==> config.mk <==
export PLATFORM = sky130hd
export DESIGN_NAME = pgwalk_top
export DESIGN_NICKNAME = d
export VERILOG_FILES = /design/src/rtl/pgw_pkg.sv /design/src/rtl/pgw_addr.sv /design/src/rtl/pgw_perm.sv /design/src/rtl/pgwalk_top.sv
export SDC_FILE = /design/constraint.sdc
export NUM_CORES = 1
export LEC_CHECK = 0
export BUFFER_PORTS_ARGS = -buffer_cell sky130_fd_sc_hd__clkbuf_2
export CAP_MARGIN = 20
export CORE_MARGIN = 2
export CORE_UTILIZATION = 51
export CTS_CLUSTER_SIZE = 25
export DETAILED_ROUTE_END_ITERATION = 8
export GPL_TIMING_DRIVEN = 0
export MAX_ROUTING_LAYER = met4
export PLACE_DENSITY = 0.78
export SLEW_MARGIN = 20
export SYNTH_ARGS = -nofsm -noshare
export SYNTH_HDL_FRONTEND = slang
export SYNTH_SLANG_ARGS = --single-unit
==> constraint.sdc <==
create_clock -name clk -period 2.75 [get_ports clk]
set_input_delay 0.55 -clock clk [delete_from_list [all_inputs] [get_ports clk]]
set_output_delay 0.55 -clock clk [all_outputs]
set_load 0.01 [all_outputs]
==> src/rtl/pgw_pkg.sv <==
package pgw_pkg;
  localparam int ENT_W = 32;
  localparam int OFF_W = 12;
  localparam int IDX_W = 10;
  localparam int EC_W  = 5;

  localparam int B_PRES = 0;
  localparam int B_RW   = 1;
  localparam int B_USR  = 2;
  localparam int B_ACC  = 5;
  localparam int B_DTY  = 6;
  localparam int B_BIG  = 7;

  localparam int EC_PROT = 0;
  localparam int EC_WR   = 1;
  localparam int EC_USR  = 2;
  localparam int EC_IFT  = 4;

  typedef enum logic [2:0] {
    ST_IDLE, ST_DIR_RD, ST_DIR_WB, ST_TBL_RD, ST_TBL_WB, ST_DONE
  } walk_st_e;

  typedef struct packed {
    logic [ENT_W-1:0] va;
    logic [ENT_W-1:0] root;
    logic wr;
    logic fetch;
    logic user;
    logic wp;
    logic pse;
    logic smep;
    logic smap;
    logic a20;
  } walk_req_t;

  function automatic logic [ENT_W-1:0] a20_mask(input logic on, input int unsigned pos);
    logic [ENT_W-1:0] m;
    m = '1;
    m[pos] = on;
    return m;
  endfunction
endpackage

==> src/rtl/pgw_addr.sv <==
module pgw_addr
  import pgw_pkg::*;
#(
  parameter int A20_POS = 20
) (
  input  logic             sel_tbl,
  input  logic [ENT_W-1:0] root,
  input  logic [ENT_W-1:0] dir_ent,
  input  logic [ENT_W-1:0] va,
  input  logic             a20,
  output logic [ENT_W-1:0] ent_addr
);
  localparam int PAD_W = ENT_W - IDX_W - 2;

  logic [ENT_W-1:0] base;
  logic [ENT_W-1:0] offs;

  always_comb begin
    if (sel_tbl) begin
      base = {dir_ent[ENT_W-1:OFF_W], {OFF_W{1'b0}}};
      offs = {{PAD_W{1'b0}}, va[OFF_W+IDX_W-1:OFF_W], 2'b00};
    end else begin
      base = {root[ENT_W-1:OFF_W], {OFF_W{1'b0}}};
      offs = {{PAD_W{1'b0}}, va[ENT_W-1:OFF_W+IDX_W], 2'b00};
    end
    ent_addr = (base + offs) & a20_mask(a20, A20_POS);
  end
endmodule

==> src/rtl/pgw_perm.sv <==
module pgw_perm
  import pgw_pkg::*;
(
  input  logic [ENT_W-1:0] dir_ent,
  input  logic [ENT_W-1:0] leaf_ent,
  input  logic             wr,
  input  logic             fetch,
  input  logic             user,
  input  logic             wp,
  input  logic             smep,
  input  logic             smap,
  output logic             prot_flt,
  output logic [ENT_W-1:0] leaf_new,
  output logic             leaf_chg,
  output logic             grant_w,
  output logic [EC_W-1:0]  ec_base
);
  logic c_usr, c_rw;

  always_comb begin
    c_usr = dir_ent[B_USR] & leaf_ent[B_USR];
    c_rw  = dir_ent[B_RW] & leaf_ent[B_RW];
    if (user)
      prot_flt = !c_usr || (wr && !c_rw);
    else
      prot_flt = (!fetch && smap && c_usr) || (fetch && smep && c_usr) ||
                 (wp && wr && !c_rw);
    leaf_new = leaf_ent;
    leaf_new[B_ACC] = 1'b1;
    if (wr) leaf_new[B_DTY] = 1'b1;
    leaf_chg = (leaf_new != leaf_ent);
    grant_w  = leaf_new[B_DTY] && (user ? c_rw : (c_rw || !wp));
    ec_base  = '0;
    ec_base[EC_WR]  = wr;
    ec_base[EC_USR] = user;
    ec_base[EC_IFT] = fetch & smep;
  end
endmodule

==> src/rtl/pgwalk_top.sv <==
module pgwalk_top
  import pgw_pkg::*;
#(
  parameter int A20_POS = 20
) (
  input  logic             clk,
  input  logic             rst,
  input  logic             req_valid,
  input  logic [ENT_W-1:0] req_vaddr,
  input  logic             req_write,
  input  logic             req_fetch,
  input  logic             req_user,
  input  logic             cr0_pg,
  input  logic             cr0_wp,
  input  logic [ENT_W-1:0] cr3,
  input  logic             cr4_pse,
  input  logic             cr4_smep,
  input  logic             cr4_smap,
  input  logic             a20_on,
  output logic             mem_rd,
  output logic             mem_wr,
  output logic [ENT_W-1:0] mem_addr,
  output logic [ENT_W-1:0] mem_wdata,
  input  logic [ENT_W-1:0] mem_rdata,
  input  logic             mem_ack,
  output logic             busy,
  output logic             done,
  output logic             fault,
  output logic [EC_W-1:0]  fault_code,
  output logic [ENT_W-1:0] pa,
  output logic             perm_r,
  output logic             perm_w,
  output logic             perm_x
);
  localparam int BIG_W = OFF_W + IDX_W;

  walk_st_e         st;
  walk_req_t        rq;
  logic [ENT_W-1:0] pde_q, wb_q, res_pa, dir_sel, leaf_new, m20;
  logic             big_q, res_r, res_w, res_x, res_flt;
  logic [EC_W-1:0]  res_ec, ec_base;
  logic             prot_flt, leaf_chg, grant_w, big_now;

  assign dir_sel = (st == ST_DIR_RD) ? mem_rdata : pde_q;
  assign m20     = a20_mask(rq.a20, A20_POS);
  assign big_now = mem_rdata[B_BIG] & rq.pse;

  pgw_addr #(.A20_POS(A20_POS)) addr_i (
    .sel_tbl (st == ST_TBL_RD || st == ST_TBL_WB),
    .root    (rq.root),
    .dir_ent (pde_q),
    .va      (rq.va),
    .a20     (rq.a20),
    .ent_addr(mem_addr)
  );

  pgw_perm perm_i (
    .dir_ent (dir_sel),
    .leaf_ent(mem_rdata),
    .wr      (rq.wr),
    .fetch   (rq.fetch),
    .user    (rq.user),
    .wp      (rq.wp),
    .smep    (rq.smep),
    .smap    (rq.smap),
    .prot_flt(prot_flt),
    .leaf_new(leaf_new),
    .leaf_chg(leaf_chg),
    .grant_w (grant_w),
    .ec_base (ec_base)
  );

  always_ff @(posedge clk) begin
    if (rst) begin
      st      <= ST_IDLE;
      rq      <= '0;
      pde_q   <= '0;
      wb_q    <= '0;
      big_q   <= 1'b0;
      res_pa  <= '0;
      res_r   <= 1'b0;
      res_w   <= 1'b0;
      res_x   <= 1'b0;
      res_flt <= 1'b0;
      res_ec  <= '0;
    end else begin
      case (st)
        ST_IDLE: if (req_valid) begin
          rq.va    <= req_vaddr;
          rq.root  <= cr3;
          rq.wr    <= req_write & ~req_fetch;
          rq.fetch <= req_fetch;
          rq.user  <= req_user;
          rq.wp    <= cr0_wp;
          rq.pse   <= cr4_pse;
          rq.smep  <= cr4_smep;
          rq.smap  <= cr4_smap;
          rq.a20   <= a20_on;
          res_flt  <= 1'b0;
          res_ec   <= '0;
          {res_r, res_w, res_x} <= 3'b000;
          if (!cr0_pg) begin
            res_pa <= req_vaddr & a20_mask(a20_on, A20_POS);
            {res_r, res_w, res_x} <= 3'b111;
            st <= ST_DONE;
          end else begin
            st <= ST_DIR_RD;
          end
        end
        ST_DIR_RD: if (mem_ack) begin
          pde_q <= mem_rdata;
          big_q <= big_now;
          if (!mem_rdata[B_PRES]) begin
            res_flt <= 1'b1;
            res_ec  <= ec_base;
            st      <= ST_DONE;
          end else if (big_now) begin
            if (prot_flt) begin
              res_flt <= 1'b1;
              res_ec  <= ec_base | EC_W'(1);
              st      <= ST_DONE;
            end else begin
              wb_q   <= leaf_new;
              res_pa <= {mem_rdata[ENT_W-1:BIG_W], rq.va[BIG_W-1:0]} & m20;
              {res_r, res_w, res_x} <= {1'b1, grant_w, 1'b1};
              st <= leaf_chg ? ST_DIR_WB : ST_DONE;
            end
          end else begin
            wb_q <= mem_rdata | (ENT_W'(1) << B_ACC);
            st   <= mem_rdata[B_ACC] ? ST_TBL_RD : ST_DIR_WB;
          end
        end
        ST_DIR_WB: if (mem_ack) st <= big_q ? ST_DONE : ST_TBL_RD;
        ST_TBL_RD: if (mem_ack) begin
          if (!mem_rdata[B_PRES] || prot_flt) begin
            res_flt <= 1'b1;
            res_ec  <= ec_base | EC_W'(mem_rdata[B_PRES]);
            st      <= ST_DONE;
          end else begin
            wb_q   <= leaf_new;
            res_pa <= {mem_rdata[ENT_W-1:OFF_W], rq.va[OFF_W-1:0]} & m20;
            {res_r, res_w, res_x} <= {1'b1, grant_w, 1'b1};
            st <= leaf_chg ? ST_TBL_WB : ST_DONE;
          end
        end
        ST_TBL_WB: if (mem_ack) st <= ST_DONE;
        default:   st <= ST_IDLE;
      endcase
    end
  end

  assign mem_rd     = (st == ST_DIR_RD) || (st == ST_TBL_RD);
  assign mem_wr     = (st == ST_DIR_WB) || (st == ST_TBL_WB);
  assign mem_wdata  = wb_q;
  assign busy       = (st != ST_IDLE);
  assign done       = (st == ST_DONE);
  assign fault      = res_flt;
  assign fault_code = res_ec;
  assign pa         = res_pa;
  assign perm_r     = res_r;
  assign perm_w     = res_w;
  assign perm_x     = res_x;
endmodule

# --- Word level (Yosys, flattened, before mapping) ---
# Cells that the tools add are included.
# W data, S select, Z words.
totals:
  inputBits: 109
  register_bits: 180
classes:
  bitwise: 11
  n_reduce_logical: 32
  mux: 69
  n_addsub: 1
  n_eq_ne: 20
ops:
  columns: ["cell", "count"]
  rows:
  - ["$mux W32", 15]
  - ["$and A32 B32 Y32", 4]
  - ["$pmux W32 S3", 1]
  - ["$pmux W32 S2", 1]
  - ["$mux W3", 12]
  - ["$mux W5", 7]
  - ["$add A32 B12 Y32", 1]
  - ["$mux W1", 27]
  - ["$ne A2 B2 Y1 const B", 11]
  - ["$pmux W3 S5", 1]
  - ["$pmux W5 S3", 1]
  - ["$mux W12", 1]
  - ["$ne A3 B3 Y1 const B", 3]
  - ["$pmux W1 S3", 3]
  - ["$reduce_and A9 Y1", 1]
  - ["$logic_and A1 B1 Y1", 8]
  - ["$logic_or A1 B1 Y1", 8]
  - ["$reduce_and A8 Y1", 1]
  - ["$reduce_and A7 Y1", 1]
  - ["$eq A3 B2 Y1 const B", 2]
  - ["$eq A3 B3 Y1 const B", 2]
  - ["$reduce_and A6 Y1", 1]
  - ["$reduce_bool A3 Y1", 2]
  - ["$and A1 B1 Y1", 5]
  - ["9 further kinds", 14]

# --- Logic depth before layout (Yosys ltp) ---
# Gate-level depths: netlist (run 1).
depth:
  word_depth: 12
  depth_mapped: 9

# --- Cells and area by module ---
# From an unflattened synthesis (run 1), not the netlist that was laid out.
hier_totals:
  cells_unflattened: 1000
  area_unflattened_um2: 8406.8
modules_own_cells:
  columns: ["mod", "seq_area_each_um2", "area_each_um2", "n_inst", "cells_each"]
  rows:
  - ["pgwalk_top", 3603.5, 7663.6, 1, 915]
  - ["pgw_addr", 0.0, 395.4, 1, 37]
  - ["pgw_perm", 0.0, 347.8, 1, 48]

# --- Worst setup path after synthesis (run 1) ---
# OpenSTA, ideal clock, no wires.
synth_path:
  path_kind: "reg2out"
  startpoint: "register st[2]"
  endpoint: "output mem_addr[28]"
  path_buffers: 2
  path_stages_with_launch: 8
  slack_ps: 526
  arrival_time_ps: 1674
  cell_sequence: "dfxtp_1 -> nand2b_1 -> buf_2 -> inv_2 -> and2_1 -> a21oi_2 -> buf_4 -> mux2_1"
synth_between:
  elab_chain_cells: 5
synth_rtl:
  columns: ["element", "line_no", "rtl"]
  rows:
  - ["from (decl)", "pgwalk_top.sv:37", "walk_st_e st;"]
  - ["from (signal assigned)", "pgwalk_top.sv:126", "st <= leaf_chg ? ST_DIR_WB : ST_DONE;"]
  - ["from (signal assigned)", "pgwalk_top.sv:130", "st <= mem_rdata[B_ACC] ? ST_TBL_RD : ST_DIR_WB;"]
  - ["from (signal assigned)", "pgwalk_top.sv:133", "ST_DIR_WB: if (mem_ack) st <= big_q ? ST_DONE : ST_TBL_RD;"]
  - ["$eq A3 B2 Y1 / $eq A3 B3 Y1 (equally long branches)", "pgwalk_top.sv:49", ".sel_tbl (st == ST_TBL_RD || st == ST_TBL_WB),"]
  - ["$logic_or A1 B1 Y1 *", "pgwalk_top.sv:49", null]
  - ["$mux W32 / $mux W12 (equally long branches)", "pgw_addr.sv:19", "if (sel_tbl) begin"]
  - ["$add A32 B12 Y32 *", "pgw_addr.sv:26", "ent_addr = (base + offs) & a20_mask(a20, A20_POS);"]
  - ["$and A32 B32 Y32 *", "pgw_addr.sv:26", null]
  - ["to (decl)", "pgwalk_top.sv:22", "output logic [ENT_W-1:0] mem_addr,"]
# Mark *: on every way between the ends. The rest lies on a longest branch, timed or not.

# --- Worst setup path after layout (run 1) ---
layout_path:
  startpoint: "register st[2]"
  endpoint: "output mem_addr[27]"
# Same word-level chain as after synthesis.

==> summary.txt, run 1 <==
Floorplan
  – Ports: 218
  – Initial cell density of the core: 0.516
  – Die Y: ~120 um
  – Row cnt: between 40 and 50
  – Core area: approximately 14000 um^2
  – Chip Width: 122 um
  – Die area: between 10000 and 15000 um^2

Finish
  – N_diodes: 0
  – Post-Layout Cell Count: between 1000 and 1500
  – Layout Nets: 1189
  – Most frequent cells in the layout: nand2_1 (236), clkbuf_2 (200), dfxtp_1 (155)
  – Fill count: about 1200
  – Layout area overhead: 29.4%
  – Share of cells above drive strength 1: 0.332
  – Most common cell after layout, fill and taps aside: nand2_1
  – Finished Cell Area: 9150 um^2

Placed design
  – IO Port Bufs: ~200
  – Routability Congestion: 1.01
  – Post-DP HPWL: 16.4 mm
  – Pre-CTS setup slack: 0.0478 ns
  – Dpl cell area: between 8000 and 9000 um^2
  – DP Cell Count: around 1200

Logic synthesis
  – Synth Flop Type: dfxtp_1
  – Synth area leaders: dfxtp_1 (44%), nand2_1 (13%), a21oi_1 (8.7%)
  – Largest area contributor in the netlist: dfxtp_1
  – Synth async-reset ratio: 0
  – Number of synthesized flops with an enable pin: 0
  – Share of the synthesized area in the top cell type: 0.444
  – YS warnings: 0
  – Yosys reg bits: 157
  – Synth Area per Inst: approximately 8.4 um^2
  – Synth cell types: 60
  – Mapped Area: between 7000 and 8000 um^2
  – Gate Count Post-Synth: 847
  – Sequential-to-total area share from yosys stat: 0.444

Setup path
  – Crit-path leading delay family: buffers and inverters
  – CP max stage cell: dfxtp_4
  – Crit. End Element: primary output
  – Most frequent CP cell: buf_12
  – Worst Path Max Fanout: 10
  – Worst Path Buf+Inv: 5
  – CP required: about 2.2 ns
  – Crit path cell chain: nand2b_4 > inv_8 > and2_4 > a21oi_4 > buf_12 > buf_12 > clkbuf_16 > mux2_2 > clkbuf_2
  – Critical path's largest stage delay: approximately 0.35 ns
  – Classification of the worst setup path: reg -> out
  – Startpoint types: flip-flop
  – Arr. time, crit path: about 2.2 ns

Global routing
  – Gr usage total: 0.319
  – Number of global-route vias before repair: between 6000 and 7000
  – Largest net degree at the start of global routing: 17
  – Initial antenna violation count: 0
  – First-pass GRT wire length: roughly 35 mm
  – Total grt overflow: 0

Timing
  – Unrepaired setup endpoints after global routing: yes
  – # setup viols final: 0
  – Worst Clk Skew: 0.0143 ns
  – Relative slew slack: 0.344
  – Fin crit share: 0.991
  – Final WS setup: 0.0259 ns
  – Final Hold Fails: 0
  – Fmax: about 370 MHz
  – Worst hold slack: roughly 0.33 ns
  – Final Max Tran Viols: 0
  – Fin crit period: 2.72 ns
  – Worst-margin pin slew: 0.976 ns

Power
  – Worst IR Drop VDD: roughly 0.00044 V
  – Psw: 2090 uW
  – Pwr/cell area: between 700 and 800 nW/um^2
  – Part of the power in registers: 0.398
  – Clock power share: 0.338
  – P_int: 4480 uW
  – Leakage: about 0.0038 uW
  – Sw Share: 0.318
  – Combinational share of power: 0.264

Clock tree
  – CTS Sinks: about 160
  – Max clock buf depth: 2
  – H-tree levels: 4
  – CTS clk-pin slew, worst paths: ~0.060 ns
  – CTS Hold Buffers Added: 0
  – Clk root buf: clkbuf_16
  – CTS tree: yes
  – TritonCTS buffer count: 17
  – Worst skew pair latency: between 0.4 and 0.5 ns

Routing
  – DRC errors left: 0
  – Final WL: around 23 mm
  – 1st-iter DRT viols: 639
  – Via count: about 7100
  – Routed Antenna Nets: 0
  – DRT Pass-1 Iters: 5
  – DR vias/cell: approximately 5.6
  – DR WL/cell: ~18 um

Flow run
  – Max-Cap Viols: 0

Hold path
  – Worst Hold Class: in -> reg

Run status
  – Status: complete, no violations
==> worst register-to-register path, delay by kind of cell, from the launching register on <==
| family | cells | cell delay, ns |
|---|---|---|
| buffers and inverters | 3 | 0.84 |
| AND/OR/NAND/NOR | 2 | 0.95 |
| flip-flops | 1 | 0.34 |
| AO/OA/AOI/OAI | 1 | 0.14 |
==> Yosys cell counts (10+ instances only) <==
master	number
nand2_1	236
dfxtp_1	157
a21oi_1	123
clkbuf_1	40
o21ai_1	39
nand3_1	33
mux2_2	25
a21oi_2	22
a311oi_2	20
buf_2	19
o21ai_0	14
mux2i_1	13
buf_4	11
nand4_1	10
==> power by group through the flow <==
stage | registers, uW | clock network [uW] | logic, uW
detailed placement | 2660 | 0 | 1580
floorplan | 2680 | 0 | 1000
global placement | 2650 | 0 | 1560
finish | 2620 | 2220 | 1740
global route | 2640 | 2320 | 1880
CTS | 2610 | 2210 | 1690
==> flip-flops by register name, summed over array words and instances (netlist names) <==
name and flops:
mem_wdata 32, fault 1, perm_x 1, fault_code 4, st 3, pa 32, big_q 1, perm_w 1
pde_q 22, m20 1, rq 59
==> path summary, 6_finish.rpt <==
kind	start	slack, ns	cells past startpoint	endpoint
setup / recovery	st[2]	0.03	9	mem_addr[27]
setup reg to reg	st[2]	0.40	6	pde_q[16]
hold reg to reg	pa[19]	0.45	2	pa[19]
hold / removal	cr3[24]	0.33	3	rq[32]
==> per-stage QoR <==
stage,power [uW],setup TNS (ns),util
after floorplan,3690,0,-
after global placement,4220,0,0.606
after detailed placement,4240,0,0.606
after CTS,6510,-0.213,0.662
after global routing,6840,-0.0449,0.667
final,6580,0,0.667
==> final cells by class <==
type                       count  area (um^2)  area share
buffer                        77          458      0.0500
tap                          180          225      0.0246
clock buffer                  26          519      0.0567
clock inverter                 6         32.5     0.00355
multi-input combinational    606         3520       0.385
sequential                   157         3150       0.344
timing repair buffer         214         1210       0.132
inverter                       7         33.8     0.00369
==> kinds of logic after synthesis <==
logic type | after synthesis | synth area share
other cells | 1 | 0.000530
flops | 157 | 0.444
buf+inv | 86 | 0.0651
simple gates | 312 | 0.191
compound gates | 249 | 0.235
mux | 42 | 0.0646
==> routing by layer <==
| layer | track usage | part of all wire |
|---|---|---|
| met1 | 0.407 | 0.43 |
| met2 | 0.501 | 0.47 |
| met3 | 0.0473 | 0.066 |
| met4 | 0.147 | 0.033 |
| met5 | - | 0 |
==> what timing repair did <==
action / in CTS / in global routing
endpoints found under the setup margin: 30 / 15
cloned: 2 / 1
gates resized for setup: 30 / 6
setup buffers: 7 / 3
pin swaps: 0 / 0
No activity file was read; power rests on OpenSTA's default activity.
==> run 2: changes to the inputs <==
CELL_PAD_IN_SITES_DETAIL_PLACEMENT = 1   (was unset)
CELL_PAD_IN_SITES_GLOBAL_PLACEMENT = 2   (was unset)
CORE_MARGIN = 5   (was 2)
CORE_UTILIZATION = 29   (was 51)
PLACE_DENSITY = 0.77   (was 0.78)
==> summary.txt, run 2 (synthesis gave the netlist of run 1 again) <==
Run status
  – Status: complete, no violations

Timing
  – Relative slew slack: 0.374
  – Final Hold Fails: 0
  – Unrepaired setup endpoints after global routing: no
  – Worst-margin pin slew: 0.938 ns
  – Final Max Tran Viols: 0
  – Final WS setup: between 0.08 and 0.09 ns
  – Worst Clk Skew: 0.00715 ns
  – Fmax: around 380 MHz
  – # setup viols final: 0
  – Fin crit period: around 2.7 ns
  – Fin crit share: 0.969

Global routing
  – Total grt overflow: 0
  – Number of global-route vias before repair: 7409
  – Largest net degree at the start of global routing: 17
  – Initial antenna violation count: 4
  – First-pass GRT wire length: around 43 mm
  – Gr usage total: 0.206

Finish
  – Seq. cell area: 3150 um^2
  – Max FFs per register: between 50 and 60
  – Most common cell after layout, fill and taps aside: nand2_1
  – Share of cells above drive strength 1: 0.333
  – Layout area overhead: 32.5%
  – Fill count: 2953
  – Finished Cell Area: roughly 9400 um^2
  – Most flop-heavy register: rq
  – Most frequent cells in the layout: nand2_1 (236), clkbuf_2 (192), dfxtp_1 (155)
  – Multi-input gate area: around 3600 um^2
  – Layout Nets: between 1000 and 1500

Placed design
  – IO Port Bufs: around 200
  – Pre-CTS setup slack: -0.00289 ns
  – Routability Congestion: 0.852
  – Dpl cell area: roughly 8500 um^2
  – Post-DP HPWL: roughly 21 mm

Routing
  – Routed Antenna Nets: 0
  – Final WL: approximately 28 mm
  – Routed met1 length: around 12 mm
  – Via count: about 7000
  – Top Metal Used: met4
  – DR vias/cell: 4.91
  – 1st-iter DRT viols: between 300 and 400
  – DRC errors left: 0
  – DR WL/cell: approximately 20 um
  – DRT Pass-1 Iters: 4
  – Met3 wire len: about 1.4 mm
  – Metal2 WL: between 10 and 15 mm

Floorplan
  – Row cnt: 57
  – Die Y: roughly 170 um
  – Ports: 218
  – Core area: around 24000 um^2
  – Initial cell density of the core: 0.293
  – Chip Width: roughly 170 um
  – Die area: around 28000 um^2

Clock tree
  – CTS tree: yes
  – Worst skew pair latency: 0.43 ns
  – Clk root buf: clkbuf_16
  – H-tree levels: 4
  – CTS clk-pin slew, worst paths: 0.07 ns
  – CTS Sinks: between 150 and 200
  – Max clock buf depth: 2
  – TritonCTS buffer count: 17
  – CTS Hold Buffers Added: 0

Setup path
  – Classification of the worst setup path: reg -> out
  – Crit. End Element: primary output
  – CP required: ~2.2 ns
  – Worst Path Max Fanout: 10
  – Startpoint types: flip-flop
  – Arr. time, crit path: about 2.1 ns

Power
  – Leakage: approximately 0.0038 uW
  – Worst IR Drop VDD: about 0.00028 V
  – Pwr/cell area: about 730 nW/um^2

Hold path
  – Worst Hold Class: in -> reg

Flow run
  – Max-Cap Viols: 0
[run 2: changes by cell type in the layout (fill, tap and decap cells not counted), moves of 3 or more]
cell        before  now
clkinvlp_4       1    5
clkbuf_2       200  192
buf_6            6    9
clkbuf_8         7    4
clkinv_2         5    1
mux2_2          19   15
diode_2          0    4
buf_2           18   22
mux2_4           6   10
[run 2: metrics by stage]
| stage | TNS (ns) | cells | utilization | hold slack [ns] | total power (uW) |
|---|---|---|---|---|---|
| final | 0 | 1418 | 0.388 | 0.330 | 6800 |
| after global routing | 0 | 1418 | 0.388 | 0.331 | 7140 |
| after CTS | 0 | 1416 | 0.386 | 0.319 | 6870 |
| after detailed placement | -0.00560 | 1374 | 0.351 | 0.446 | 4340 |
| after global placement | -0.269 | 1374 | 0.351 | 0.436 | 4320 |
| after floorplan | 0 | 849 | - | 0.432 | 3690 |
[run 2: repair_timing]
action / in CTS / in global routing
setup endpoints to repair: 31 / 15
pin swaps: 1 / 0
gates resized for setup: 30 / 22
buffers inserted: 8 / 0
cloned: 2 / 0
[run 2: cell type report]
class	count	area share
Multi-Input combinational cell	606	0.379
Buffer	78	0.0495
Antenna cell	4	0.00107
Clock buffer	20	0.0487
Sequential cell	157	0.336
Tap cell	324	0.0432
Inverter	7	0.00360
Clock inverter	12	0.0147
Timing Repair Buffer	210	0.124
[run 2: power breakdown]
group / internal [uW] / switching (uW) / leakage (uW)
combinational: 699 / 1080 / 0.00226
sequential: 2480 / 130 / 0.00128
clock: 1390 / 1020 / 0.000275
[run 2: worst max-delay path, stage by stage (launching register included)]
cell      delay (ns)
dfxtp_2         0.32
buf_6           0.11
buf_4           0.19
nor2_4          0.05
a21oi_4         0.16
buf_12          0.14
buf_12          0.11
buf_16          0.12
mux2_2          0.33
clkbuf_2        0.13
[run 2: metal layers]
| layer | GRT usage | vias to the layer above |
|---|---|---|
| li1 | - | 3400 |
| met1 | 0.250 | 3372 |
| met2 | 0.344 | 161 |
| met3 | 0.0495 | 26 |
| met4 | 0.0520 | 0 |
| met5 | - | - |
[run 2: worst paths after layout]
path / start / to / slack (ns) / depth (start not counted)
worst max-delay path: st[0] / mem_addr[5] / 0.09 / 9
worst min-delay path: cr3[22] / rq[30] / 0.33 / 3
worst max register to register: st[0] / pa[23] / 0.34 / 8
worst min register to register: rq[35] / rq[35] / 0.45 / 2
==> run 3: changes to the inputs <==
MAX_ROUTING_LAYER = unset   (was met4)
==> summary.txt, run 3 (synthesis gave the netlist of run 1 again) <==
Power
  – Pwr/cell area: ~730 nW/um^2
  – Leakage: approximately 0.0038 uW
  – Worst IR Drop VDD: ~0.00028 V

Routing
  – Final WL: 28.2 mm
  – Via count: between 6000 and 7000
  – DRC errors left: 0
  – DRT Pass-1 Iters: 4
  – 1st-iter DRT viols: 400
  – DR WL/cell: ~20 um
  – Routed Antenna Nets: 0
  – DR vias/cell: just under 5

Placed design
  – IO Port Bufs: 201
  – Post-DP HPWL: ~21 mm
  – Routability Congestion: roughly 0.84
  – Dpl cell area: about 8500 um^2

Timing
  – Fin crit period: between 2 and 3 ns
  – Fin crit share: 0.970
  – Setup_tns: 0 ns
  – Worst-margin pin slew: around 0.95 ns
  – Worst Clk Skew: 0.00840 ns
  – Final Hold Fails: 0
  – # setup viols final: 0
  – Relative slew slack: 0.365
  – Final Max Tran Viols: 0
  – Worst hold slack: between 0.3 and 0.4 ns
  – Unrepaired setup endpoints after global routing: no
  – Fmax: between 300 and 400 MHz

Finish
  – Layout area overhead: 32.4%
  – Most flop-heavy register: rq
  – Most common cell after layout, fill and taps aside: nand2_1
  – Most frequent cells in the layout: nand2_1 (236), clkbuf_2 (192), dfxtp_1 (155)
  – Finished Cell Area: 9370 um^2
  – Max FFs per register: 59
  – Share of cells above drive strength 1: 0.333
  – Layout Nets: around 1200

Global routing
  – Largest net degree at the start of global routing: 17
  – Total grt overflow: 0
  – Gr usage total: 0.200
  – First-pass GRT wire length: 43.1 mm
  – Initial antenna violation count: 4
  – Number of global-route vias before repair: between 7000 and 8000

Setup path
  – Startpoint types: flip-flop
  – Crit. End Element: primary output
  – Most frequent CP cell: buf_12
  – Crit path cell chain: buf_6 > buf_4 > nor2_4 > a21oi_4 > buf_12 > buf_12 > buf_12 > mux2_4 > clkbuf_8
  – Worst Path Buf+Inv: 6
  – Arr. time, crit path: around 2.1 ns
  – CP required: between 2 and 2.5 ns
  – Critical path's largest stage delay: 0.32 ns
  – Crit-path leading delay family: buffers and inverters
  – Classification of the worst setup path: reg -> out
  – Worst Path Max Fanout: 10
  – CP max stage cell: dfxtp_2

Hold path
  – Worst Hold Class: in -> reg

Flow run
  – Max-Cap Viols: 0

Clock tree
  – CTS Hold Buffers Added: 0
  – H-tree levels: 4
  – Max clock buf depth: 2
  – Worst skew pair latency: 0.43 ns
  – CTS Sinks: 157
  – CTS tree: yes
  – TritonCTS buffer count: 17
  – Clk root buf: clkbuf_16
  – CTS clk-pin slew, worst paths: ~0.07 ns

Floorplan
  – Chip Width: roughly 170 um
  – Ports: 218
  – Core area: 24200 um^2
  – Die area: approximately 28000 um^2
  – Initial cell density of the core: 0.293
  – Row cnt: 57
  – Die Y: between 150 and 200 um

Run status
  – Status: complete, no violations
[run 3: worst paths after layout]
check           from            to  slack, ns  depth (start not counted)
max            st[0]  mem_addr[12]       0.08                          9
min          cr3[27]        rq[35]       0.34                          3
max reg2reg    st[0]        pa[23]       0.33                          8
min reg2reg   rq[35]        rq[35]       0.45                          2
[run 3: per-layer routing]
metal	up-vias	global-route usage	share of wire	routed length (um)
met5	-	0	0.00092	26
met4	6	0.0531	0.017	490
li1	3400	-	-	-
met3	40	0.0495	0.046	1300
met1	3359	0.249	0.44	12300
met2	152	0.344	0.50	14100
[run 3: tightest hold or removal path: stages]
cell and delay, ns:
clkbuf_2 0.08, nand2_1 0.05, a21oi_1 0.05
[run 3: cell type report]
| cell class | count | area [um^2] |
|---|---|---|
| Fill cell | 2952 | 14800 |
| Multi-Input combinational cell | 606 | 3560 |
| Sequential cell | 157 | 3150 |
| Timing Repair Buffer | 210 | 1160 |
| Buffer | 78 | 464 |
| Clock buffer | 20 | 457 |
| Tap cell | 324 | 405 |
| Clock inverter | 12 | 138 |
| Inverter | 7 | 33.8 |
| Antenna cell | 1 | 2.50 |
[run 3: what timing repair did]
action | in CTS | in global routing
pin swaps | 1 | 0
gates cloned | 2 | 0
resized for setup | 30 | 22
setup endpoints to repair | 31 | 15
setup buffers | 8 | 0
hold endpoints to repair | 0 | 0
[run 3: per-stage QoR]
step	total power, uW	utilization	setup WS [ns]	std cells
detailed placement	4340	0.351	-0.00289	1374
global placement	4320	0.351	-0.0401	1374
CTS	6870	0.386	0.00294	1416
finish	6800	0.388	0.0817	1415
floorplan	3690	-	0.526	849
global route	7140	0.388	0.0101	1415
[run 3: report_power, final]
group | switching (uW) | leakage (uW) | internal (uW)
logic | 1080 | 0.00226 | 699
clock network | 1010 | 0.000275 | 1390
registers | 130 | 0.00128 | 2480
